### src/rtl/lcdcap_pkg.sv
package lcdcap_pkg;

    localparam int NIB_W = 4;
    localparam int PIX_W = 3 * NIB_W;

    typedef enum logic [2:0] {
        PH_RED  = 3'd0,
        PH_GAP0 = 3'd1,
        PH_GRN  = 3'd2,
        PH_GAP1 = 3'd3,
        PH_BLU  = 3'd4,
        PH_GAP2 = 3'd5
    } slot_ph_e;

    function automatic slot_ph_e ph_next(input slot_ph_e p);
        case (p)
            PH_RED:  return PH_GAP0;
            PH_GAP0: return PH_GRN;
            PH_GRN:  return PH_GAP1;
            PH_GAP1: return PH_BLU;
            PH_BLU:  return PH_GAP2;
            default: return PH_RED;
        endcase
    endfunction

endpackage

### src/rtl/lcdcap_frame.sv
module lcdcap_frame
    import lcdcap_pkg::*;
#(
    parameter int GG_W      = 160,
    parameter int GG_H      = 144,
    parameter int GG_HSTART = 533,
    parameter int GG_VSTART = 0,
    parameter int LG_W      = 256,
    parameter int LG_H      = 192,
    parameter int LINE_W    = 9,
    parameter int HCNT_W    = 12,
    parameter int X_W       = 8,
    parameter int Y_W       = 8
) (
    input  logic              clk,
    input  logic              rst_n,
    input  logic              vsync,
    input  logic              hsync,
    input  logic              mode_sel,
    input  logic [HCNT_W-1:0] cfg_hstart,
    input  logic [LINE_W-1:0] cfg_vstart,
    output logic              vs_rise,
    output logic              hs_rise,
    output logic              row_active,
    output logic [Y_W-1:0]    row_y,
    output logic [X_W:0]      act_width,
    output logic [HCNT_W-1:0] act_hstart
);

    localparam logic [LINE_W:0]   GG_H_L   = (LINE_W+1)'(GG_H);
    localparam logic [LINE_W:0]   LG_H_L   = (LINE_W+1)'(LG_H);
    localparam logic [LINE_W-1:0] LINE_MAX = '1;

    typedef struct packed {
        logic              vs_prev;
        logic              hs_prev;
        logic              armed;
        logic              legacy;
        logic [LINE_W-1:0] line;
        logic [HCNT_W-1:0] hstart;
        logic [LINE_W-1:0] vstart;
    } frm_t;

    frm_t q, d;
    logic [LINE_W-1:0] rel_line;
    logic [LINE_W:0]   height;

    assign vs_rise = vsync & ~q.vs_prev;
    assign hs_rise = hsync & ~q.hs_prev;

    always_comb begin
        d         = q;
        d.vs_prev = vsync;
        d.hs_prev = hsync;
        if (vs_rise) begin
            d.legacy = mode_sel;
            d.hstart = mode_sel ? cfg_hstart : HCNT_W'(GG_HSTART);
            d.vstart = mode_sel ? cfg_vstart : LINE_W'(GG_VSTART);
            d.armed  = 1'b0;
            d.line   = '0;
        end
        if (hs_rise) begin
            if (d.armed) begin
                d.line = (q.line == LINE_MAX) ? q.line : q.line + 1'b1;
            end else begin
                d.armed = 1'b1;
                d.line  = '0;
            end
        end
    end

    always_ff @(posedge clk or negedge rst_n) begin
        if (!rst_n) begin
            q <= '0;
        end else begin
            q <= d;
        end
    end

    assign height     = q.legacy ? LG_H_L : GG_H_L;
    assign act_width  = q.legacy ? (X_W+1)'(LG_W) : (X_W+1)'(GG_W);
    assign act_hstart = q.hstart;
    assign rel_line   = q.line - q.vstart;
    assign row_y      = rel_line[Y_W-1:0];
    assign row_active = q.armed && (q.line >= q.vstart) && ({1'b0, rel_line} < height);

    AST_VS_DISARMS: assert property (@(posedge clk) disable iff (!rst_n)
        (vs_rise && !hs_rise) |=> !q.armed);

    AST_FIRST_LINE_ZERO: assert property (@(posedge clk) disable iff (!rst_n)
        (hs_rise && (vs_rise || !q.armed)) |=> (q.armed && q.line == '0));

endmodule

### src/rtl/lcdcap_slot.sv
module lcdcap_slot
    import lcdcap_pkg::*;
#(
    parameter int HCNT_W = 12,
    parameter int X_W    = 8,
    parameter int Y_W    = 8,
    parameter int ADDR_W = 16
) (
    input  logic              clk,
    input  logic              rst_n,
    input  logic              vs_rise,
    input  logic              hs_rise,
    input  logic              row_active,
    input  logic [Y_W-1:0]    row_y,
    input  logic [X_W:0]      width,
    input  logic [HCNT_W-1:0] hstart,
    input  logic [NIB_W-1:0]  nib,
    output logic              wr_en,
    output logic [X_W-1:0]    wr_x,
    output logic [Y_W-1:0]    wr_y,
    output logic [ADDR_W-1:0] wr_addr,
    output logic [PIX_W-1:0]  wr_pixel
);

    localparam logic [HCNT_W-1:0] HCNT_MAX = '1;

    typedef struct packed {
        logic [HCNT_W-1:0] hcnt;
        logic              in_line;
        slot_ph_e          ph;
        logic [X_W-1:0]    x;
        logic [NIB_W-1:0]  red;
        logic [NIB_W-1:0]  grn;
        logic              we;
        logic [X_W-1:0]    ox;
        logic [Y_W-1:0]    oy;
        logic [ADDR_W-1:0] oaddr;
        logic [PIX_W-1:0]  opix;
    } slot_t;

    slot_t    q, d;
    logic     at_start, live;
    slot_ph_e ph_cur;
    logic [X_W-1:0] x_cur;
    logic     last_x;

    assign at_start = !hs_rise && !q.in_line && (q.hcnt == hstart);
    assign live     = at_start || q.in_line;
    assign ph_cur   = at_start ? PH_RED : q.ph;
    assign x_cur    = at_start ? '0 : q.x;
    assign last_x   = ({1'b0, x_cur} == (width - (X_W+1)'(1)));

    always_comb begin
        d      = q;
        d.we   = 1'b0;
        d.hcnt = hs_rise ? HCNT_W'(1) : ((q.hcnt == HCNT_MAX) ? q.hcnt : q.hcnt + 1'b1);
        if (hs_rise || vs_rise) begin
            d.in_line = 1'b0;
            d.ph      = PH_RED;
            d.x       = '0;
        end else if (live) begin
            d.in_line = 1'b1;
            d.ph      = ph_next(ph_cur);
            d.x       = x_cur;
            case (ph_cur)
                PH_RED: d.red = nib;
                PH_GRN: d.grn = nib;
                PH_BLU: begin
                    d.we    = row_active;
                    d.ox    = x_cur;
                    d.oy    = row_y;
                    d.oaddr = ADDR_W'(row_y) * ADDR_W'(width) + ADDR_W'(x_cur);
                    d.opix  = {q.red, q.grn, nib};
                end
                PH_GAP2: begin
                    if (last_x) begin
                        d.in_line = 1'b0;
                    end else begin
                        d.x = x_cur + 1'b1;
                    end
                end
                default: ;
            endcase
        end
    end

    always_ff @(posedge clk or negedge rst_n) begin
        if (!rst_n) begin
            q      <= '0;
            q.hcnt <= HCNT_MAX;
        end else begin
            q <= d;
        end
    end

    assign wr_en    = q.we;
    assign wr_x     = q.ox;
    assign wr_y     = q.oy;
    assign wr_addr  = q.oaddr;
    assign wr_pixel = q.opix;

    AST_WR_PULSE: assert property (@(posedge clk) disable iff (!rst_n)
        q.we |=> !q.we);

    AST_X_IN_RANGE: assert property (@(posedge clk) disable iff (!rst_n)
        q.we |-> ({1'b0, q.ox} < width));

    AST_VS_NO_WR: assert property (@(posedge clk) disable iff (!rst_n)
        vs_rise |=> !q.we);

    AST_ADDR_STEP: assert property (@(posedge clk) disable iff (!rst_n)
        (q.we && q.ox != '0 && $past(q.we, 6)) |-> (q.oaddr == $past(q.oaddr, 6) + ADDR_W'(1)));

endmodule

### src/rtl/lcdcap_top.sv
module lcdcap_top
    import lcdcap_pkg::*;
#(
    parameter int GG_W      = 160,
    parameter int GG_H      = 144,
    parameter int GG_HSTART = 533,
    parameter int GG_VSTART = 0,
    parameter int LG_W      = 256,
    parameter int LG_H      = 192,
    parameter int LINE_W    = 9,
    parameter int HCNT_W    = 12,
    localparam int MAX_W    = (GG_W > LG_W) ? GG_W : LG_W,
    localparam int MAX_H    = (GG_H > LG_H) ? GG_H : LG_H,
    localparam int MAX_A    = (GG_W*GG_H > LG_W*LG_H) ? GG_W*GG_H : LG_W*LG_H,
    localparam int X_W      = (MAX_W > 2) ? $clog2(MAX_W) : 1,
    localparam int Y_W      = (MAX_H > 2) ? $clog2(MAX_H) : 1,
    localparam int ADDR_W   = (MAX_A > 2) ? $clog2(MAX_A) : 1
) (
    input  logic              clk,
    input  logic              rst_n,
    input  logic              vsync,
    input  logic              hsync,
    input  logic [3:0]        pix_data,
    input  logic              mode_sel,
    input  logic [HCNT_W-1:0] cfg_hstart,
    input  logic [LINE_W-1:0] cfg_vstart,
    output logic              wr_en,
    output logic [X_W-1:0]    wr_x,
    output logic [Y_W-1:0]    wr_y,
    output logic [ADDR_W-1:0] wr_addr,
    output logic [11:0]       wr_pixel
);

    logic              vs_rise, hs_rise, row_active;
    logic [Y_W-1:0]    row_y;
    logic [X_W:0]      act_width;
    logic [HCNT_W-1:0] act_hstart;

    lcdcap_frame #(
        .GG_W(GG_W), .GG_H(GG_H), .GG_HSTART(GG_HSTART), .GG_VSTART(GG_VSTART),
        .LG_W(LG_W), .LG_H(LG_H), .LINE_W(LINE_W), .HCNT_W(HCNT_W),
        .X_W(X_W), .Y_W(Y_W)
    ) u_frame (
        .clk(clk), .rst_n(rst_n), .vsync(vsync), .hsync(hsync),
        .mode_sel(mode_sel), .cfg_hstart(cfg_hstart), .cfg_vstart(cfg_vstart),
        .vs_rise(vs_rise), .hs_rise(hs_rise), .row_active(row_active),
        .row_y(row_y), .act_width(act_width), .act_hstart(act_hstart)
    );

    lcdcap_slot #(
        .HCNT_W(HCNT_W), .X_W(X_W), .Y_W(Y_W), .ADDR_W(ADDR_W)
    ) u_slot (
        .clk(clk), .rst_n(rst_n), .vs_rise(vs_rise), .hs_rise(hs_rise),
        .row_active(row_active), .row_y(row_y), .width(act_width),
        .hstart(act_hstart), .nib(pix_data),
        .wr_en(wr_en), .wr_x(wr_x), .wr_y(wr_y), .wr_addr(wr_addr), .wr_pixel(wr_pixel)
    );

endmodule

### config.mk
export PLATFORM = sky130hd
export DESIGN_NAME = lcdcap_top
export DESIGN_NICKNAME = d
export VERILOG_FILES = /design/src/rtl/lcdcap_pkg.sv /design/src/rtl/lcdcap_frame.sv /design/src/rtl/lcdcap_slot.sv /design/src/rtl/lcdcap_top.sv
export SDC_FILE = /design/constraint.sdc
export NUM_CORES = 1
export LEC_CHECK = 0
export ABC_AREA = 1
export BUFFER_PORTS_ARGS = -buffer_cell sky130_fd_sc_hd__buf_2
export CAP_MARGIN = 15
export CORE_ASPECT_RATIO = 0.9
export CORE_MARGIN = 2
export CORE_UTILIZATION = 50
export DETAILED_ROUTE_END_ITERATION = 16
export GPL_TIMING_DRIVEN = 0
export PLACE_DENSITY = 0.7
export RECOVER_POWER = 100
export SLEW_MARGIN = 20
export SYNTH_ARGS = -nofsm -noshare
export SYNTH_HDL_FRONTEND = slang
export SYNTH_SLANG_ARGS = --single-unit
### constraint.sdc
create_clock -name clk -period 9.1 [get_ports clk]
set_input_delay 0.455 -clock clk [delete_from_list [all_inputs] [get_ports clk]]
set_output_delay 0.455 -clock clk [all_outputs]
set_load 0.02 [all_outputs]
# [Yosys cells after proc, flatten, opt, wreduce, memory -nomap -nowiden]
# Index checks and enable logic that the tools add are counted.
[op_classes] add_sub_neg=6 multipliers=1 div_mod_pow=0 n_lt_le_gt_ge=2 eq_ne=11 shifts=0 n_mux=24 bitwise=5 reduce_logical=15
[op_table] operator="two-way mux 45 bit" count=2
[op_table] operator="two-way mux 65 bit" count=1
[op_table] operator="two-way mux 12 bit" count=4
[op_table] operator="two-way mux 9 bit" count=5
[op_table] operator="two-way mux 32 bit" count=1
[op_table] operator="two-way mux 8 bit" count=3
[op_table] operator="adder 16 x 8 -> 16 bit" count=1
[op_table] operator="multiplier 8 x 9 -> 16 bit" count=1
[op_table] operator="one-hot mux 3 bit (5 select lines)" count=1
[op_table] operator="adder 12 x 1 -> 12 bit (second input constant)" count=1
[op_table] operator="== test 12 bit" count=1
[op_table] operator="== test 12 bit (second input constant)" count=1
[op_table] operator="less-than comparator 9 x 10 -> 1 bit" count=1
[op_table] operator="adder 9 x 1 -> 9 bit (second input constant)" count=1
[op_table] operator="== test 8 x 9 -> 1 bit" count=1
[op_table] operator="== test 9 bit (second input constant)" count=1
[op_table] operator="greater-or-equal comparator 9 bit" count=1
[op_table] operator="AND reduction 3 bit" count=3
[op_table] operator="subtractor 9 x 1 -> 9 bit (second input constant)" count=1
[op_table] operator="subtractor 9 bit" count=1
[op_table] operator="adder 8 x 1 -> 8 bit (second input constant)" count=1
[op_table] operator="two-way mux 4 bit" count=2
[op_table] operator="two-way mux 7 bit" count=1
[op_table] operator="== test 3 x 2 -> 1 bit (second input constant)" count=2
[op_table] operator="14 further kinds" count=26
[word_totals] ff_bits=111 latchBits=0 ram_bits=0 rom_bits=0 elab_cells=82 mem_count=0

# [Longest topological paths before layout]
# Gate-level depths: netlist of run 1.
[depth] ltp_word=11 depth_mapped=28

# [By module]
# Synthesis of run 1 repeated with hierarchy kept, for this count alone.
[unflattened] cells_unflattened=1136 hier_area_um2=8803.4
[by_module_without_submodules] mod="lcdcap_slot" instances=1 cells_each=890 area_per_inst_um2=6739.0
[by_module_without_submodules] mod="lcdcap_frame" instances=1 cells_each=246 area_per_inst_um2=2064.5

# [Worst setup path before layout of run 1]
# Ideal clock, no wire load.
[synth_path] path_kind="register to register" startpoint="register u_frame.q[21] (netlist bit)" endpoint="register u_slot.q (netlist bit u_slot.wr_addr[14])" t_arrival_ps=3961 slack_ps=5017 stages_incl_launch_ff=21 path_buffers=0 cell_sequence="dfrtp_1 -> inv_1 -> ha_1 -> inv_1 -> fa_1 -> inv_1 -> nor2_1 -> ha_1 -> ha_1 -> ha_1 -> inv_1 -> fa_1 -> inv_1 -> ha_1 -> inv_1 -> fa_1 -> o21ai_0 -> a21oi_1 -> o21ai_0 -> xnor2_1 -> o21ai_1"
[synth_between] elab_chain_cells=3
[synth_rtl] element="from (decl)" line="lcdcap_frame.sv:44" text="frm_t q, d;"
[synth_rtl] element="from (signal assigned)" line="lcdcap_frame.sv:74" text="q <= '0;"
[synth_rtl] element="from (signal assigned)" line="lcdcap_frame.sv:76" text="q <= d;"
[synth_rtl] element="subtractor 9 bit" line="lcdcap_frame.sv:83" text="assign rel_line = q.line - q.vstart;"
[synth_rtl] element="named net row_y[1]" line="lcdcap_top.sv:35" text="logic [Y_W-1:0] row_y;"
[synth_rtl] element="multiplier 8 x 9 -> 16 bit" line="lcdcap_slot.sv:72" text="d.oaddr = ADDR_W'(row_y) * ADDR_W'(width) + ADDR_W'(x_cur);"
[synth_rtl] element="adder 16 x 8 -> 16 bit" line="lcdcap_slot.sv:72"
[synth_rtl] element="to (decl)" line="lcdcap_slot.sv:41" text="slot_t q, d;"
# The timed path passes the listed nets, and every way through them passes these cells.
# A chain may end at the register's enable or synchronous reset.

==> run_results.csv, run 1 <==
group,metric,value,unit
run_status,status,"complete, but fails checks",
run_status,violations,"max-capacitance violations, max-slew violations",
drt,avgRoutedWirePerCell,12.7,um
finish,fin_cells,1045,
cts,cts_inserted_buffers,9,
setup_path,start_kind,"input port",
cts,htree_levels,3,
cts,path_clk_slew,70,ps
grt,gr-total-overflow,0,
timing,period_needed,5390,ps
power_and_ir_drop,swShare,0.330,
setup_path,crit_type,"in2async",
synth,synth_cell_types,44,
timing,tns,0,ps
drt,vias_per_cell,4.91,
timing,fin_crit_sh,0.592,
timing,worstMarginPinSlew,3500,ps
drt,drc,0,
synth,syn_inst,789,
grt,grt.met2_usage,0.316,
power_and_ir_drop,clock_power_share,0.311,
grt,grt_pass1_wl,22400,um
cts,cts_tree,"built",
timing,setup_viol,0,
power_and_ir_drop,total_leakage_power,0.00383,uW
finish,fill_cells,1248,
finish,regArea,2670,um^2
power_and_ir_drop,p_switching,435,uW
die,die_y,112,um
finish,final_cell_area,7190,um^2
place,hpwl,9770,um
timing,rsz0062_at_grt,"false",
setup_path,worstPathRequired,8770,ps
synth,ys_async_sr_fraction,1.00,
finish,fin_nets,962,
synth,ys.flop_type,"dfrtp_1",
place,gp_congestion,0.854,
drt,first_pass_iters,4,
synth,yosys_warnings,0,
setup_path,end_kind,"asynchronous set/reset pin",
power_and_ir_drop,combPwrFrac,0.295,
synth,synthTopCellsByArea,"dfrtp_1, nand2_1, ha_1",
die,io_pins,75,
place,placed_cells,1028,
synth,yosysTopAreaCell,"dfrtp_1",
cts,clock-root-buffer,"clkbuf_16",
cts,cts_setup_buffers,0,
run,drv_cap,2,
power_and_ir_drop,power_frac_seq,0.395,
power_and_ir_drop,p_per_area,183,nW/um^2
die,die_area,13800,um^2
power_and_ir_drop,p_int,881,uW
power_and_ir_drop,peakVddDrop,0.150,mV
worst_hold_path,hold_path.class,"in2reg",
die,fp-row-count,39,
finish,diodes,0,
timing,drv_slew,109,
timing,clock_skew,7.66,ps
drt,vias,5131,
cts,clock_path_buffers,2,
die,core,12600,um^2
drt,drtIter0Drc,245,
synth,synth-edff-count,0,
die,die_w,123,um
drt,wirelength,13200,um
place,io_buffers,74,
synth,syn_area_per_cell,8.14,um^2
power_and_ir_drop,fin_total_pwr,1320,uW
timing,hold_viol_final,0,
setup_path,arrival,5060,ps
drt,ant_nets,0,
cts,clk_latency,360,ps
synth,syn-cell-area,6420,um^2
grt,grt_pass1_vias,4827,
synth,yosysMostFrequentCell,"nand2_1",
grt,antenna_found_initial,0,
grt,busiest_layer,"met2",
synth,synth_common_cells,"nand2_1, inv_1, dfrtp_1, o21ai_0, ha_1",
synth,synth_seq_cells,106,
grt,grt_util_all_layers,0.205,
finish,drive_gt1_frac,0.126,
grt,grtUsageMet1,0.292,
grt,grt_start_max_net_pins,69,
finish,multi_input_area,2840,um^2
timing,max_freq,0.185,GHz
place,place_area,7030,um^2
grt,met3_usage,0.0456,
timing,maxSlewHeadroom,-1.33,
synth,yosys.area.top_type_share,0.366,
synth,syn-num-nets,875,
setup_path,crit_fanout,68,
synth,yosysSeqAreaShare,0.415,
cts,cts.sinks,106,
die,start_util,0.508,
finish,area_growth_syn_to_layout,11.9,%
==> through the flow <==
stage                util  worst slack, ps  hold slack (ps)
finish              0.569             3710              214
global route        0.569             2620              214
CTS                 0.582             4510              203
detailed placement  0.556             4550              382
global placement    0.554             4570              451
floorplan               -             5020              159
==> logic make-up (layout without fill, tap and decap cells) <==
logic type,count (synthesis),after routing,share of synthesized area
and+or+nand+nor,304,304,0.200
adders and majority gates,56,56,0.117
DFF,106,106,0.415
xor gates and xnor gates,18,18,0.0245
buffers and inverters,176,268,0.135
AOI/OAI and AO/OA,127,127,0.107
other,2,2,0.00117
==> placed cells by master, fill, tap and decap left out, types with 3 or more instances in the layout <==
cell / count
a21oi_1: 29
a22o_1: 3
a31oi_1: 3
buf_2: 29
buf_4: 44
clkbuf_1: 58
clkbuf_16: 9
dfrtp_1: 94
dfstp_2: 11
fa_1: 7
ha_1: 49
inv_1: 113
inv_2: 3
nand2_1: 207
nand3_1: 24
nand4_1: 9
nor2_1: 46
nor3_1: 9
o21ai_0: 74
o21ai_1: 6
xnor2_1: 8
xor2_1: 10
==> power by group through the flow <==
stage	clock network, uW	registers [uW]	logic [uW]
after floorplan	0	525	302
after global placement	0	528	385
after detailed placement	0	528	394
after CTS	417	520	399
after global routing	433	524	459
final	409	519	388
==> routing by layer <==
metal / vias up / wire length (um)
met1: 2368 / 6680
met5: - / 0
met3: 11 / 548
li1: 2644 / -
met4: 0 / 145
met2: 108 / 5850
==> worst max-delay path: stages <==
cell and delay (ps):
dlygate4sd3_1 520, clkbuf_1 1470, clkbuf_1 2550
==> timing repair <==
item                                   in CTS  in global routing
hold buffers                                1                  0
endpoints found under the hold margin       2                  0
gates resized for setup                     0                  0
==> worst paths after layout <==
path,start,end,slack (ps),cells past startpoint
worst max-delay path,rst_n,u_frame.q[30],3710,3
worst min-delay path,vsync,u_frame.q[33],210,1
worst max register to register,u_slot.q[65],u_slot.wr_addr[14],4280,24
worst min register to register,u_slot.q[45],u_slot.wr_pixel[4],470,2
max in group clk,u_slot.q[65],u_slot.wr_addr[14],4280,24
min in group asynchronous,rst_n,u_slot.wr_addr[10],1230,2
==> area by class of cell <==
type	count	area share
timing repair buffer	76	0.0453
multi-input combinational	507	0.395
tap	164	0.0285
inverter	119	0.0623
clock buffer	10	0.0332
clock inverter	6	0.0101
buffer	57	0.0541
sequential	106	0.371
==> registers in the layout (all words and copies together) (netlist names) <==
register / count
u_slot.q: 32
u_frame.q: 22
u_slot.wr_addr: 16
u_frame.act_hstart: 12
u_slot.wr_pixel: 12
u_slot.wr_y: 8
u_slot.wr_x: 3
u_slot.wr_en: 1
No activity file was read; power rests on OpenSTA's default activity.
==> inputs of run 2 (changes only) <==
clock period = 5.4 ns   (was 9.1 ns; I/O delays follow)
==> run 2 against run 1 <==
Compared with the run above: the flow still finishes with violations (max-capacitance violations, max-slew violations); die area unchanged; sequential power increased by 69%; register-to-register slack got worse by 3600 ps; clock skew about the same; sequential share of layout area about the same; total power increased by 69%; worst hold slack got worse by 180 ps; flip-flop and latch count unchanged; critical path depth increased by 21; via count about the same; count of clock-buffer cells in the layout unchanged; first-iteration DRC count decreased by 0.41%; critical path type is now reg2reg.
==> run_results.csv, run 2 (synthesis gave the netlist of run 1 again) <==
group,metric,value,unit
cts,cts_inserted_buffers,9,
place,hpwl,9770,um
setup_path,crit_fanout,10,
timing,fin_crit_sh,0.868,
grt,grt_pass1_vias,4827,
finish,area_growth_syn_to_layout,12.0,%
finish,drive_gt1_frac,0.126,
timing,worstMarginPinSlew,2070,ps
timing,max_freq,0.213,GHz
drt,wirelength,13200,um
setup_path,start_kind,"flop",
drt,avgRoutedWirePerCell,12.6,um
setup_path,path_cells,"inv_2 -> nand2_1 -> nand2_1 -> nor2_1 -> nand2_1 -> nor2_1 -> nand2_4 -> clkbuf_1 -> nand2_1 -> inv_1 -> ha_1 -> ha_1 -> ha_1 -> inv_1 -> fa_1 -> inv_1 -> ha_1 -> inv_1 -> fa_1 -> o21ai_0 -> a21oi_1 -> o21ai_0 -> xnor2_1 -> o21ai_1",
die,start_util,0.508,
setup_path,cpPeakStageDelay,630,ps
finish,diodes,0,
place,gp_congestion,0.854,
setup_path,slowest_stage,"dfstp_1",
finish,final_common_cell,"nand2_1",
drt,drc,0,
cts,cts_tree,"built",
power_and_ir_drop,combPwrFrac,0.296,
setup_path,arrival,4910,ps
die,die_w,123,um
setup_path,crit_type,"reg2reg",
cts,cts.sinks,106,
grt,grt_pass1_wl,22400,um
timing,drv_slew,109,
finish,regMostFlops,"u_slot.q",
timing,rsz0062_at_grt,"false",
die,core,12600,um^2
drt,vias,5132,
die,fp-row-count,39,
cts,clock-root-buffer,"clkbuf_16",
timing,setup_viol,0,
drt,first_pass_iters,4,
timing,hold_viol_final,0,
die,die_area,13800,um^2
cts,cts_setup_buffers,0,
die,die_y,112,um
place,placed_cells,1028,
power_and_ir_drop,p_per_area,309,nW/um^2
cts,htree_levels,3,
cts,clk_latency,360,ps
power_and_ir_drop,p_switching,735,uW
finish,fin_nets,962,
cts,clock_path_buffers,2,
setup_path,critPathBufInv,6,
place,io_buffers,74,
finish,largest_register_ffs,32,
cts,path_clk_slew,70,ps
timing,clock_skew,7.36,ps
drt,ant_nets,0,
timing,maxSlewHeadroom,-0.382,
die,io_pins,75,
grt,antenna_found_initial,0,
grt,grt.met2_usage,0.316,
grt,met3_usage,0.0456,
setup_path,worstPathRequired,5620,ps
worst_hold_path,hold_path.class,"in2reg",
power_and_ir_drop,swShare,0.331,
grt,busiest_layer,"met2",
run,drv_cap,2,
drt,vias_per_cell,4.91,
power_and_ir_drop,clock_power_share,0.310,
run_status,status,"complete, but fails checks",
power_and_ir_drop,total_leakage_power,0.00385,uW
grt,gr-total-overflow,0,
timing,tns,0,ps
grt,grtUsageMet1,0.292,
setup_path,crit_family,"adder cells",
finish,mostFrequentLayoutCells,"nand2_1, inv_1, dfrtp_1, o21ai_0, clkbuf_1",
finish,fin_cells,1045,
grt,grt_util_all_layers,0.205,
power_and_ir_drop,peakVddDrop,0.253,mV
setup_path,end_kind,"flop",
grt,grt_start_max_net_pins,69,
run_status,violations,"max-capacitance violations, max-slew violations",
timing,period_needed,4690,ps
power_and_ir_drop,p_int,1490,uW
drt,drtIter0Drc,244,
power_and_ir_drop,power_frac_seq,0.394,
[run 2: layout make-up]
type	instances	area, um^2
inverter	119	448
buffer	57	389
tap	164	205
sequential	106	2670
clock inverter	6	72.6
timing repair buffer	76	327
multi-input combinational	507	2850
clock buffer	10	239
fill	1248	5440
[run 2: routing by layer]
layer / up-vias / wire (um)
met5: - / 0
met4: 0 / 145
met3: 11 / 521
met2: 104 / 5850
met1: 2373 / 6690
li1: 2644 / -
[run 2: timing repair]
action	in CTS	in global routing
endpoints found under the setup margin	0	0
hold endpoints to repair	35	0
gates resized for setup	0	0
hold buffers	1	0
[run 2: worst reg2reg max path: cells and delay by family, from the launching register on]
family	cells	cell delay [ps]
flops	1	630
buf+inv	6	550
simple gates	7	740
fa+ha+maj	6	1770
xor+xnor	1	150
compound gates	4	710
[run 2: worst paths after layout]
path / depth (start not counted) / start / end / slack, ps
worst min register to register: 2 / u_slot.q[45] / u_slot.wr_pixel[4] / 470
worst max register to register: 24 / u_slot.q[71] / u_slot.wr_addr[14] / 710
worst min-delay path: 1 / vsync / u_frame.q[33] / 30
min in group asynchronous: 2 / rst_n / u_slot.wr_addr[10] / 1040
worst max-delay path: 24 / u_slot.q[71] / u_slot.wr_addr[14] / 710
max in group asynchronous: 3 / rst_n / u_frame.q[30] / 1840
[run 2: power groups by stage]
stage	Clock [uW]	Sequential, uW	Combinational [uW]
floorplan	0	884	509
global placement	0	890	648
detailed placement	0	890	663
CTS	702	876	673
global route	729	882	775
finish	689	875	656
[run 2: per-stage QoR]
stage          worst slack (ps)  utilization  power (uW)  hold WS [ps]  cell area (um^2)
2_1_floorplan              1320            -        1390         -25.6              6420
3_3_place_gp                876        0.554        1540           394              7000
3_5_place_dp                860        0.556        1550           197              7030
4_1_cts                     810        0.582        2250          17.6              7350
5_1_grt                     244        0.569        2390          28.7              7190
6_report                    712        0.569        2220          29.7              7190
